File: config.mk
export PLATFORM = sky130hd
export DESIGN_NAME = serial_byte_receiver
export DESIGN_NICKNAME = d
export VERILOG_FILES = /design/src/rtl/rx_pkg.sv /design/src/rtl/rx_sync_filter.sv /design/src/rtl/rx_bit_timer.sv /design/src/rtl/rx_frame_fsm.sv /design/src/rtl/serial_byte_receiver.sv
export SDC_FILE = /design/constraint.sdc
export NUM_CORES = 1
export LEC_CHECK = 0
export BUFFER_PORTS_ARGS = -buffer_cell sky130_fd_sc_hd__buf_4
export CAP_MARGIN = 20
export CORE_ASPECT_RATIO = 2
export CORE_MARGIN = 4
export CORE_UTILIZATION = 38
export DETAILED_ROUTE_END_ITERATION = 10
export HOLD_SLACK_MARGIN = 0.03
export PLACE_DENSITY = 0.65
export SLEW_MARGIN = 20
export SYNTH_ARGS = -nofsm -noshare
export SYNTH_HDL_FRONTEND = slang
export SYNTH_SLANG_ARGS = --single-unit
File: constraint.sdc
create_clock -name clk -period 1.5 [get_ports clk]
set_input_delay 0.15 -clock clk [delete_from_list [all_inputs] [get_ports clk]]
set_output_delay 0.15 -clock clk [all_outputs]
set_load 0.05 [all_outputs]
File: src/rtl/rx_pkg.sv
package rx_pkg;

    typedef enum logic [1:0] {
        ST_IDLE = 2'd0,
        ST_DATA = 2'd1,
        ST_STOP = 2'd2
    } rx_state_e;

endpackage

File: src/rtl/rx_sync_filter.sv
module rx_sync_filter #(
    parameter int SYNC_STAGES = 2,
    parameter int FILT_W      = 2
) (
    input  logic clk,
    input  logic rst_n,
    input  logic tick,
    input  logic line,
    output logic filt
);
    localparam logic [FILT_W-1:0] CNT_TOP = '1;
    localparam logic [FILT_W-1:0] CNT_BOT = '0;

    logic [SYNC_STAGES-1:0] sync_q;
    logic [FILT_W-1:0]      cnt_q;
    logic                   filt_q;
    logic                   synced;

    assign synced = sync_q[SYNC_STAGES-1];
    assign filt   = filt_q;

    // synchronizer chain, advanced only on oversample ticks
    always_ff @(posedge clk) begin
        if (!rst_n) begin
            sync_q <= '1;
        end else if (tick) begin
            sync_q <= {sync_q[SYNC_STAGES-2:0], line};
        end
    end

    // saturating up/down counter with hysteresis on the output bit
    always_ff @(posedge clk) begin
        if (!rst_n) begin
            cnt_q  <= CNT_TOP;
            filt_q <= 1'b1;
        end else if (tick) begin
            if (synced && cnt_q != CNT_TOP) begin
                cnt_q <= cnt_q + FILT_W'(1);
            end else if (!synced && cnt_q != CNT_BOT) begin
                cnt_q <= cnt_q - FILT_W'(1);
            end
            if (cnt_q == CNT_BOT) begin
                filt_q <= 1'b0;
            end else if (cnt_q == CNT_TOP) begin
                filt_q <= 1'b1;
            end
        end
    end

    AST_FILT_STEP: assert property (@(posedge clk) disable iff (!rst_n)
        (cnt_q == $past(cnt_q)) || (cnt_q == $past(cnt_q) + FILT_W'(1)) || (cnt_q == $past(cnt_q) - FILT_W'(1)));
    AST_FILT_NO_WRAP: assert property (@(posedge clk) disable iff (!rst_n)
        !(($past(cnt_q) == CNT_TOP && cnt_q == CNT_BOT) || ($past(cnt_q) == CNT_BOT && cnt_q == CNT_TOP)));
    AST_FILT_ON_TICK: assert property (@(posedge clk) disable iff (!rst_n)
        !tick |=> $stable(filt_q));

endmodule

File: src/rtl/rx_bit_timer.sv
module rx_bit_timer #(
    parameter int OVS = 8
) (
    input  logic clk,
    input  logic rst_n,
    input  logic tick,
    input  logic hold,
    output logic strobe
);
    localparam int SPC_W = (OVS > 1) ? $clog2(OVS) : 1;
    localparam logic [SPC_W-1:0] SPC_LAST = SPC_W'(OVS - 1);

    logic [SPC_W-1:0] spc_q;

    always_ff @(posedge clk) begin
        if (!rst_n) begin
            spc_q <= '0;
        end else if (hold) begin
            spc_q <= '0;
        end else if (tick) begin
            spc_q <= (spc_q == SPC_LAST) ? '0 : spc_q + SPC_W'(1);
        end
    end

    assign strobe = (spc_q == SPC_LAST);

    AST_IDLE_NO_STROBE: assert property (@(posedge clk) disable iff (!rst_n)
        hold |=> !strobe);

endmodule

File: src/rtl/rx_frame_fsm.sv
module rx_frame_fsm
    import rx_pkg::*;
#(
    parameter int DATA_W = 8
) (
    input  logic              clk,
    input  logic              rst_n,
    input  logic              tick,
    input  logic              filt,
    input  logic              strobe,
    output logic              idle,
    output logic [DATA_W-1:0] data,
    output logic              valid,
    output logic              err
);
    localparam int IDX_W = (DATA_W > 1) ? $clog2(DATA_W) : 1;
    localparam logic [IDX_W-1:0] IDX_LAST = IDX_W'(DATA_W - 1);

    rx_state_e         state_q, state_d;
    logic [IDX_W-1:0]  idx_q;
    logic [DATA_W-1:0] shreg_q;
    logic              valid_q, err_q;
    logic              step;

    assign step  = tick && strobe;
    assign idle  = (state_q == ST_IDLE);
    assign data  = shreg_q;
    assign valid = valid_q;
    assign err   = err_q;

    always_comb begin
        state_d = state_q;
        unique case (state_q)
            ST_IDLE: if (tick && !filt)                 state_d = ST_DATA;
            ST_DATA: if (step && idx_q == IDX_LAST)     state_d = ST_STOP;
            ST_STOP: if (step)                          state_d = ST_IDLE;
            default:                                    state_d = ST_IDLE;
        endcase
    end

    always_ff @(posedge clk) begin
        if (!rst_n) state_q <= ST_IDLE;
        else        state_q <= state_d;
    end

    always_ff @(posedge clk) begin
        if (!rst_n) begin
            idx_q   <= '0;
            shreg_q <= '0;
            valid_q <= 1'b0;
            err_q   <= 1'b0;
        end else begin
            valid_q <= step && (state_q == ST_STOP) && filt;
            err_q   <= step && (state_q == ST_STOP) && !filt;
            if (state_q == ST_IDLE) begin
                idx_q <= '0;
            end else if (step && state_q == ST_DATA) begin
                shreg_q <= {filt, shreg_q[DATA_W-1:1]};
                idx_q   <= idx_q + IDX_W'(1);
            end
        end
    end

    AST_VALID_ONE_CLK: assert property (@(posedge clk) disable iff (!rst_n)
        valid_q |=> !valid_q);
    AST_ERR_ONE_CLK: assert property (@(posedge clk) disable iff (!rst_n)
        err_q |=> !err_q);
    AST_NO_DUAL_PULSE: assert property (@(posedge clk) disable iff (!rst_n)
        !(valid_q && err_q));
    AST_BYTE_STABLE: assert property (@(posedge clk) disable iff (!rst_n)
        $rose(valid_q) |-> $stable(shreg_q));

endmodule

File: src/rtl/serial_byte_receiver.sv
module serial_byte_receiver #(
    parameter int DATA_W      = 8,
    parameter int OVS         = 8,
    parameter int SYNC_STAGES = 2,
    parameter int FILT_W      = 2
) (
    input  logic              clk,
    input  logic              rst_n,
    input  logic              os_tick,
    input  logic              rx_line,
    output logic [DATA_W-1:0] rx_byte,
    output logic              byte_valid,
    output logic              frame_err
);
    logic filt_bit;
    logic in_idle;
    logic bit_strobe;

    rx_sync_filter #(
        .SYNC_STAGES(SYNC_STAGES),
        .FILT_W     (FILT_W)
    ) u_filter (
        .clk  (clk),
        .rst_n(rst_n),
        .tick (os_tick),
        .line (rx_line),
        .filt (filt_bit)
    );

    rx_bit_timer #(
        .OVS(OVS)
    ) u_timer (
        .clk   (clk),
        .rst_n (rst_n),
        .tick  (os_tick),
        .hold  (in_idle),
        .strobe(bit_strobe)
    );

    rx_frame_fsm #(
        .DATA_W(DATA_W)
    ) u_fsm (
        .clk   (clk),
        .rst_n (rst_n),
        .tick  (os_tick),
        .filt  (filt_bit),
        .strobe(bit_strobe),
        .idle  (in_idle),
        .data  (rx_byte),
        .valid (byte_valid),
        .err   (frame_err)
    );

endmodule

# Yosys cells after proc, flatten, opt, wreduce, memory -nomap -nowiden
# Index checks and enable logic that the tools add are counted.
dict set report totals {
  output_inout_bits 10
  regBits 23
  input_bits 4
}
dict set report classes {
  eq_ne 9
  reduce_logical 21
  n_bitwise 2
  muxes 9
  addsub 4
}
# operator count
set ops {}
lappend ops {{two-way mux 2 bit} 5}
lappend ops {{logical AND 1 bit} 9}
lappend ops {{adder 3 x 1 -> 3 bit (second input constant)} 2}
lappend ops {{== test 3 bit (second input constant)} 2}
lappend ops {{inequality test 2 x 1 -> 1 bit (second input constant)} 3}
lappend ops {{one-hot mux 2 bit (3 select lines)} 1}
lappend ops {{AND reduction 2 bit} 3}
lappend ops {{nonzero test 2 bit} 3}
lappend ops {{== test 2 bit (second input constant)} 2}
lappend ops {{zero test 2 bit} 2}
lappend ops {{two-way mux 3 bit} 1}
lappend ops {{AND reduction 3 bit} 1}
lappend ops {{adder 2 x 1 -> 2 bit (second input constant)} 1}
lappend ops {{== test 2 x 1 -> 1 bit (second input constant)} 1}
lappend ops {{zero test 1 bit} 2}
lappend ops {{two-way mux 1 bit} 2}
lappend ops {{inequality test 2 bit (second input constant)} 1}
lappend ops {{inverter 1 bit} 2}
lappend ops {{OR reduction 2 bit} 1}
lappend ops {{subtractor 2 x 1 -> 2 bit (second input constant)} 1}

# Depth between registers and ports, before layout
# Gate-level depths: netlist of run 1.
dict set report logic_depth {
  word_depth 5
  mapped_depth 6
  mapped_depth_nobuf 5
}

# Hierarchy
# From an unflattened synthesis of run 1, not the netlist that was laid out.
dict set report hier_totals {
  cells_unflattened 105
  area_unflattened_um2 982.2
}
# mod cells_each n_inst area_each_um2
set by_module_without_submodules {}
lappend by_module_without_submodules {rx_frame_fsm 66 1 580.6}
lappend by_module_without_submodules {rx_sync_filter 26 1 259.0}
lappend by_module_without_submodules {rx_bit_timer 13 1 142.6}

# Worst setup path after synthesis of run 1
# OpenSTA, ideal clock, no wires.
dict set report synth_timing {
  path_type {register to register}
  start {register u_timer.spc_q[0]}
  end {register u_fsm.shreg_q[5] (netlist: u_fsm.data[5])}
  t_arrival_ps 1225
  required_time_ps 1385
  period_less_slack_ps 1340
  stages_incl_launch_ff 7
  n_path_buf 1
  setup_time_ps 115
  path_slack_ps 160
  path_cell_list {dfxtp_1 > ha_1 > ha_1 > nand4b_4 > buf_6 > nand3_2 > o21ai_2}
}
dict set report synth_via {
  elab_chain_cells 4
}
# item line
set synth_rtl {}
lappend synth_rtl {{from (decl)} rx_bit_timer.sv:13} ;# logic [SPC_W-1:0] spc_q;
lappend synth_rtl {{from (signal assigned)} rx_bit_timer.sv:21} ;# spc_q <= (spc_q == SPC_LAST) ? '0 : spc_q + SPC_W'(1);
lappend synth_rtl {{== test 3 bit} rx_bit_timer.sv:25} ;# assign strobe = (spc_q == SPC_LAST);
lappend synth_rtl {{logical AND 1 bit} rx_frame_fsm.sv:25} ;# assign step = tick && strobe;
lappend synth_rtl {{logical AND 1 bit} rx_frame_fsm.sv:57} ;# end else if (step && state_q == ST_DATA) begin
lappend synth_rtl {{AND reduction 2 bit (no source line)} n/a}
lappend synth_rtl {{to (signal assigned)} rx_frame_fsm.sv:58} ;# shreg_q <= {filt, shreg_q[DATA_W-1:1]};
lappend synth_rtl {{to (decl)} rx_frame_fsm.sv:21} ;# logic [DATA_W-1:0] shreg_q;
# Every way passes these cells.
# A chain may end at the register's enable or synchronous reset.

# Worst setup path after layout of run 1
dict set report layout_timing {
  start {register u_filter.cnt_q[0]}
  end {register u_filter.cnt_q[1]}
}
dict set report layout_via {
  elab_chain_cells 4
  word_cells_on_any_way 10
}
# item line
set layout_rtl {}
lappend layout_rtl {{from (decl)} rx_sync_filter.sv:15} ;# logic [FILT_W-1:0] cnt_q;
lappend layout_rtl {{from (signal assigned)} rx_sync_filter.sv:38} ;# cnt_q <= cnt_q + FILT_W'(1);
lappend layout_rtl {{from (signal assigned)} rx_sync_filter.sv:40} ;# cnt_q <= cnt_q - FILT_W'(1);
lappend layout_rtl {{parallel branches: the longest is 4 deep, another holds subtractor 2 x 1 -> 2 bit} n/a}
# Several ways; the timed one is not identified. The select of a mux whose other input is x is not followed.

==> flow_summary.json, run 1 <==
{
  "antenna_found_initial": 0,
  "hold_start": "rx_line",
  "hold_viol_final": 0,
  "via_per_inst": 5.17,
  "drt-total-wl_um": 1750,
  "fin_setup_tns_ns": 0,
  "cts_buffer_depth": 2,
  "start_util_pct": 39.5,
  "yosysTopAreaCell": "dfxtp_1",
  "finalPower_w": 0.00110,
  "clk_pin_slew_ns": 0.07,
  "synth.area.top_cells": "dfxtp_1 45%, mux2i_1 7.9%, ha_1 7.4%",
  "ys_ff_latch": 23,
  "highest_layer": "met4",
  "wl_met3_um": 53,
  "setup_viol": 0,
  "synth_nets": 113,
  "die-width_um": 44.6,
  "io_buffers": 13,
  "reg2reg_from": "u_filter.cnt_q[0]$_SDFFE_PN1P_",
  "vias": 755,
  "n_antenna_cell": 0,
  "critPathLaunchType": "flop",
  "dieArea_um2": 3610,
  "row_count": 26,
  "dp_hpwl_um": 1340,
  "syn_area_per_cell_um2": 9.86,
  "dp.cells": 141,
  "cts_max_level": 1,
  "ys_seq_area_share_pct": 45.3,
  "worstRegToRegCells": 5,
  "crit_start": "u_filter.cnt_q[0]$_SDFFE_PN1P_",
  "hold_depth": 3,
  "yosys_warnings": 0,
  "first_iter_violations": 10,
  "tritoncts": "yes",
  "wire_per_inst_um": 12.0,
  "clock-root-buffer": "clkbuf_8",
  "dr_wl_met2_um": 934,
  "area_growth_pct": 17.7,
  "ys.flop_type": "dfxtp_1",
  "layout_common_cells": "23 x dfxtp_1, 15 x buf_4, 12 x nand2_1, 9 x nor2_1",
  "status": "finished clean",
  "grt_pass1_wl_um": 3190,
  "cts_made_buffers": 3,
  "drt-met1-wl_um": 724,
  "critical_path_class": "flop to flop",
  "rsz0062_at_grt": "no",
  "fin_hold_ws_ns": 0.115,
  "async_flop_share_pct": 0,
  "overflow": 0,
  "post-route-min-period_ns": 1.35,
  "maxSlewViolCount": 0,
  "instances_no_fill": 146,
  "layout_commonest_cell": "dfxtp_1",
  "grtUsageTotal_pct": 11.7,
  "drt-pass1-iter-count": 4,
  "grt_pass1_vias": 748,
  "powerDensity_nw_per_um2": 916,
  "drtAntennaViolNets": 0,
  "leakagePower_nw": 0.554,
  "end_kind": "flop",
  "critPathMaxFanout": 6,
  "gp_congestion": 0.794,
  "layout.nets": 129,
  "timing.critical_path.required_ns": 1.64,
  "clk_latency_ns": 0.26,
  "max_freq_mhz": 742,
  "crit_arrival_ns": 1.49,
  "synth_top_area_share_pct": 45.3,
  "peakVddDrop_uv": 600,
  "synth_cell_types": 28,
  "layout-drive-gt1-share_pct": 26.3,
  "clock_skew_ns": 0.00302,
  "grt_max_degree": 26,
  "period_share_pct": 89.9,
  "drc": 0,
  "ioPinCount": 14,
  "hold_class": "primary input to flop",
  "worst_slew_pin_slew_ns": 0.376,
  "core_um2": 2570,
  "max_slew_margin_pct": 74.7,
  "cts_sinks": 23,
  "synth_cells": 103,
  "die_h_um": 81.1,
  "synth-edff-count": 0,
  "syn_area_um2": 1020,
  "cap_violations": 0
}
==> cells by family (layout without fill, tap and decap cells) <==
family | after synthesis | in the layout | share of synthesized area [%]
adder cells (fa/ha/maj) | 6 | 6 | 7.39
buffers and inverters | 8 | 23 | 4.31
AND/OR/NAND/NOR | 42 | 42 | 23.6
multiplexers | 8 | 8 | 7.88
flip-flops | 23 | 23 | 45.3
AO/OA/AOI/OAI | 15 | 15 | 10.6
XOR/XNOR | 1 | 1 | 0.862
==> area by class of cell <==
| cell class | count | area [µm²] |
|---|---|---|
| sequential | 23 | 460 |
| timing repair buffer | 16 | 133 |
| fill | 259 | 1370 |
| tap | 28 | 35.0 |
| clock buffer | 4 | 45.0 |
| multi-input combinational | 72 | 512 |
| inverter | 3 | 11.3 |
==> synthesized netlist by cell type (2+ instances only) <==
cell and count:
dfxtp_1 23, nand2_1 12, nor2_1 9, mux2i_1 8, o21ai_2 8, nand3_1 7
ha_1 6, inv_1 3, o21ai_0 3, a21oi_1 2, buf_2 2, nand2b_1 2
nand3_2 2, nand4_1 2
==> flip-flops by register name, summed over array words and instances (netlist names) <==
| register | cells |
|---|---|
| u_filter.cnt_q | 2 |
| u_filter.filt | 1 |
| u_filter.sync_q | 2 |
| u_fsm.data | 8 |
| u_fsm.err | 1 |
| u_fsm.idx_q | 3 |
| u_fsm.state_q | 2 |
| u_fsm.valid | 1 |
| u_timer.spc_q | 3 |
==> power breakdown <==
group	switching, W	internal, W
registers	0.0000157	0.000625
logic	0.0000442	0.0000372
clock network	0.000184	0.000189
total	0.000244	0.000851
==> worst paths after layout <==
path                                                   endpoint  slack [ns]
worst max-delay path             u_filter.cnt_q[1]$_SDFFE_PN1P_        0.15
worst max register to register   u_filter.cnt_q[1]$_SDFFE_PN1P_        0.15
worst min register to register       u_fsm.data[6]$_SDFFE_PN0P_        0.48
worst min-delay path            u_filter.sync_q[0]$_SDFFE_PN1P_        0.11
==> per-layer routing <==
metal  vias up  track usage, %
li1        387               -
met1       352            13.9
met2        12            19.3
met3         4            1.55
met4         0            7.25
met5         -               0
==> worst max-delay path, cell delays in order, from the launching register on <==
cell	delay [ns]
dfxtp_1	0.42
inv_1	0.06
ha_1	0.24
nor4b_2	0.27
nor3_1	0.07
nand3b_1	0.17
==> repair_timing <==
action | 4_1_cts | 5_1_grt
resized for setup | 0 | 0
hold buffers | 0 | 0
setup buffers | 0 | 1
endpoints found under the setup margin | 0 | 4
==> through the flow <==
stage | area [µm²] | worst slack (ns) | util, %
after detailed placement | 1140 | 0.0923 | 44.5
after global placement | 1140 | 0.152 | 44.5
after CTS | 1190 | 0.0858 | 46.3
after global routing | 1200 | 0.0438 | 46.5
final | 1200 | 0.152 | 46.5
after floorplan | 1020 | 0.160 | -
No activity file was read; power rests on OpenSTA's default activity.
==> run 2, diff against run 1 <==
--- a/config.mk
+++ b/config.mk
@@ -6,8 +6,7 @@
 export NUM_CORES = 1
 export LEC_CHECK = 0
 export BUFFER_PORTS_ARGS = -buffer_cell sky130_fd_sc_hd__buf_4
-export CAP_MARGIN = 20
-export CORE_ASPECT_RATIO = 2
+export CAP_MARGIN = 10
 export CORE_MARGIN = 4
 export CORE_UTILIZATION = 38
 export DETAILED_ROUTE_END_ITERATION = 10
==> flow_summary.json, run 2 (synthesized netlist as in run 1, its figures left out) <==
{
  "clk_pin_slew_ns": 0.12,
  "switching_power_w": 0.000240,
  "status": "finished clean",
  "powerDensity_nw_per_um2": 864,
  "grt_pass1_vias": 643,
  "maxSlewViolCount": 0,
  "reg2reg_from": "u_timer.spc_q[0]$_SDFFE_PP0P_",
  "cts_sinks": 23,
  "n_antenna_cell": 0,
  "hold_start": "rx_line",
  "setup_viol": 0,
  "ioPinCount": 14,
  "cts_made_buffers": 3,
  "via_per_inst": 4.87,
  "fin_setup_tns_ns": 0,
  "critical_path_class": "flop to flop",
  "die-width_um": 59.7,
  "peakVddDrop_uv": 542,
  "antenna_found_initial": 0,
  "post_cts_buffers": 0,
  "max_freq_mhz": 723,
  "r2r-end": "u_fsm.data[0]$_SDFFE_PN0P_",
  "die_h_um": 59.7,
  "overflow": 0,
  "fillers": 250,
  "cts_buffer_depth": 2,
  "post-route-min-period_ns": 1.38,
  "dp_slack_ns": 0.138,
  "grt-busiest-layer": "met2",
  "crit_arrival_ns": 1.64,
  "cts_max_level": 1,
  "met1_usage_pct": 12.7,
  "max_slew_margin_pct": 74.3,
  "vias": 716,
  "layout_commonest_cell": "dfxtp_1",
  "tritoncts": "yes",
  "grt_pass1_wl_um": 2730,
  "hold_depth": 3,
  "layout-drive-gt1-share_pct": 26.5,
  "timing.critical_path.required_ns": 1.75,
  "p_int_w": 0.000763,
  "p_sw_share_pct": 24.0,
  "grtUsageTotal_pct": 10.0,
  "period_share_pct": 92.2,
  "hold_class": "primary input to flop",
  "core_um2": 2520,
  "rsz0062_at_grt": "no",
  "min_to": "u_filter.sync_q[0]$_SDFFE_PN1P_",
  "hold_buffers": 0,
  "critPathLaunchType": "flop",
  "area_growth_pct": 14.3,
  "dieArea_um2": 3560,
  "drt-pass1-iter-count": 4,
  "p_comb_share_pct": 8.2,
  "leakagePower_nw": 0.538,
  "row_count": 18,
  "layout_common_cells": "23 x dfxtp_1, 15 x buf_4, 12 x nand2_1, 9 x nor2_1",
  "worstRegToRegCells": 6,
  "clock_skew_ns": 0.00371,
  "wire_per_inst_um": 10.7,
  "end_kind": "flop",
  "gp_congestion": 0.684,
  "hold_viol_final": 0,
  "crit_start": "u_timer.spc_q[0]$_SDFFE_PP0P_",
  "p_seq_share_pct": 64.0,
  "first_iter_violations": 36,
  "critPathMaxFanout": 16,
  "drc": 0,
  "start_util_pct": 40.3,
  "dp_hpwl_um": 1130,
  "clkPwrFrac_pct": 27.9,
  "drtAntennaViolNets": 0,
  "drt-total-wl_um": 1570,
  "layout.nets": 128,
  "post_cts_resized": 0,
  "cap_violations": 0,
  "utilization_pct": 46.0,
  "grt_use_met3_pct": 4.54,
  "largest_reg_flops": 8,
  "clock-root-buffer": "clkbuf_4",
  "reg2reg_slack_ns": 0.12,
  "io_buffers": 13,
  "clk_latency_ns": 0.31,
  "setup_ws_ns": 0.117,
  "grt_max_degree": 26,
  "use_met2_pct": 15.9,
  "worst_slew_pin_slew_ns": 0.383
}
==> run 2: changes by cell type in the layout (fill, tap and decap cells not counted) <==
| cell | previous run | this run |
|---|---|---|
| clkbuf_8 | 3 | 0 |
| buf_12 | 1 | 0 |
| clkbuf_4 | 0 | 3 |
| clkinv_2 | 0 | 1 |
| clkbuf_1 | 1 | 0 |
==> run 2: worst max path at each step <==
stage / slack, ns / endpoint
after floorplan: 0.16 / u_fsm.data[5]$_SDFFE_PN0P_
after global placement: 0.17 / u_fsm.data[7]$_SDFFE_PN0P_
after detailed placement: 0.14 / u_fsm.data[0]$_SDFFE_PN0P_
after CTS: 0.11 / u_fsm.data[0]$_SDFFE_PN0P_
after global routing: 0.02 / u_fsm.data[3]$_SDFFE_PN0P_
final: 0.12 / u_fsm.data[0]$_SDFFE_PN0P_
==> run 2: layout make-up <==
| class | count | area, µm² | share of cell area [%] |
|---|---|---|---|
| clock buffers | 3 | 22.5 | 1.94 |
| clock inverters | 1 | 5.00 | 0.431 |
| inverters | 3 | 11.3 | 0.970 |
| multi-input cells | 72 | 512 | 44.1 |
| flip-flops and latches | 23 | 460 | 39.7 |
| well taps | 30 | 37.5 | 3.23 |
| repair buffers | 15 | 113 | 9.70 |
==> run 2: power by group through the flow <==
stage	clock network, W	logic [W]	registers (W)
after floorplan	0	0.0000671	0.000651
after global placement	0	0.0000785	0.000654
after detailed placement	0	0.0000828	0.000655
after CTS	0.000299	0.0000833	0.000642
after global routing	0.000326	0.0000935	0.000644
final	0.000279	0.0000820	0.000642
==> run 2: worst max-delay path: stages (launching register included) <==
cell and delay [ns]:
dfxtp_1 0.34, ha_1 0.20, ha_1 0.22, nand4b_4 0.12, buf_4 0.26, nand3_1 0.12, o21ai_2 0.06
==> run 2: routing by layer <==
metal / share of wire, % / wire, µm
met4: 0.64 / 10
met3: 5.2 / 81
met2: 46 / 719
met1: 48 / 757
met5: 0 / 0
==> run 2: through the flow <==
| step | hold slack (ns) | power [W] | cells | cell area [µm²] |
|---|---|---|---|---|
| global placement | 0.371 | 0.000733 | 143 | 1130 |
| finish | 0.0500 | 0.00100 | 147 | 1160 |
| detailed placement | 0.385 | 0.000738 | 143 | 1130 |
| CTS | 0.0399 | 0.00102 | 147 | 1160 |
| floorplan | 0.278 | 0.000718 | 103 | 1020 |
| global route | 0.0502 | 0.00106 | 147 | 1160 |
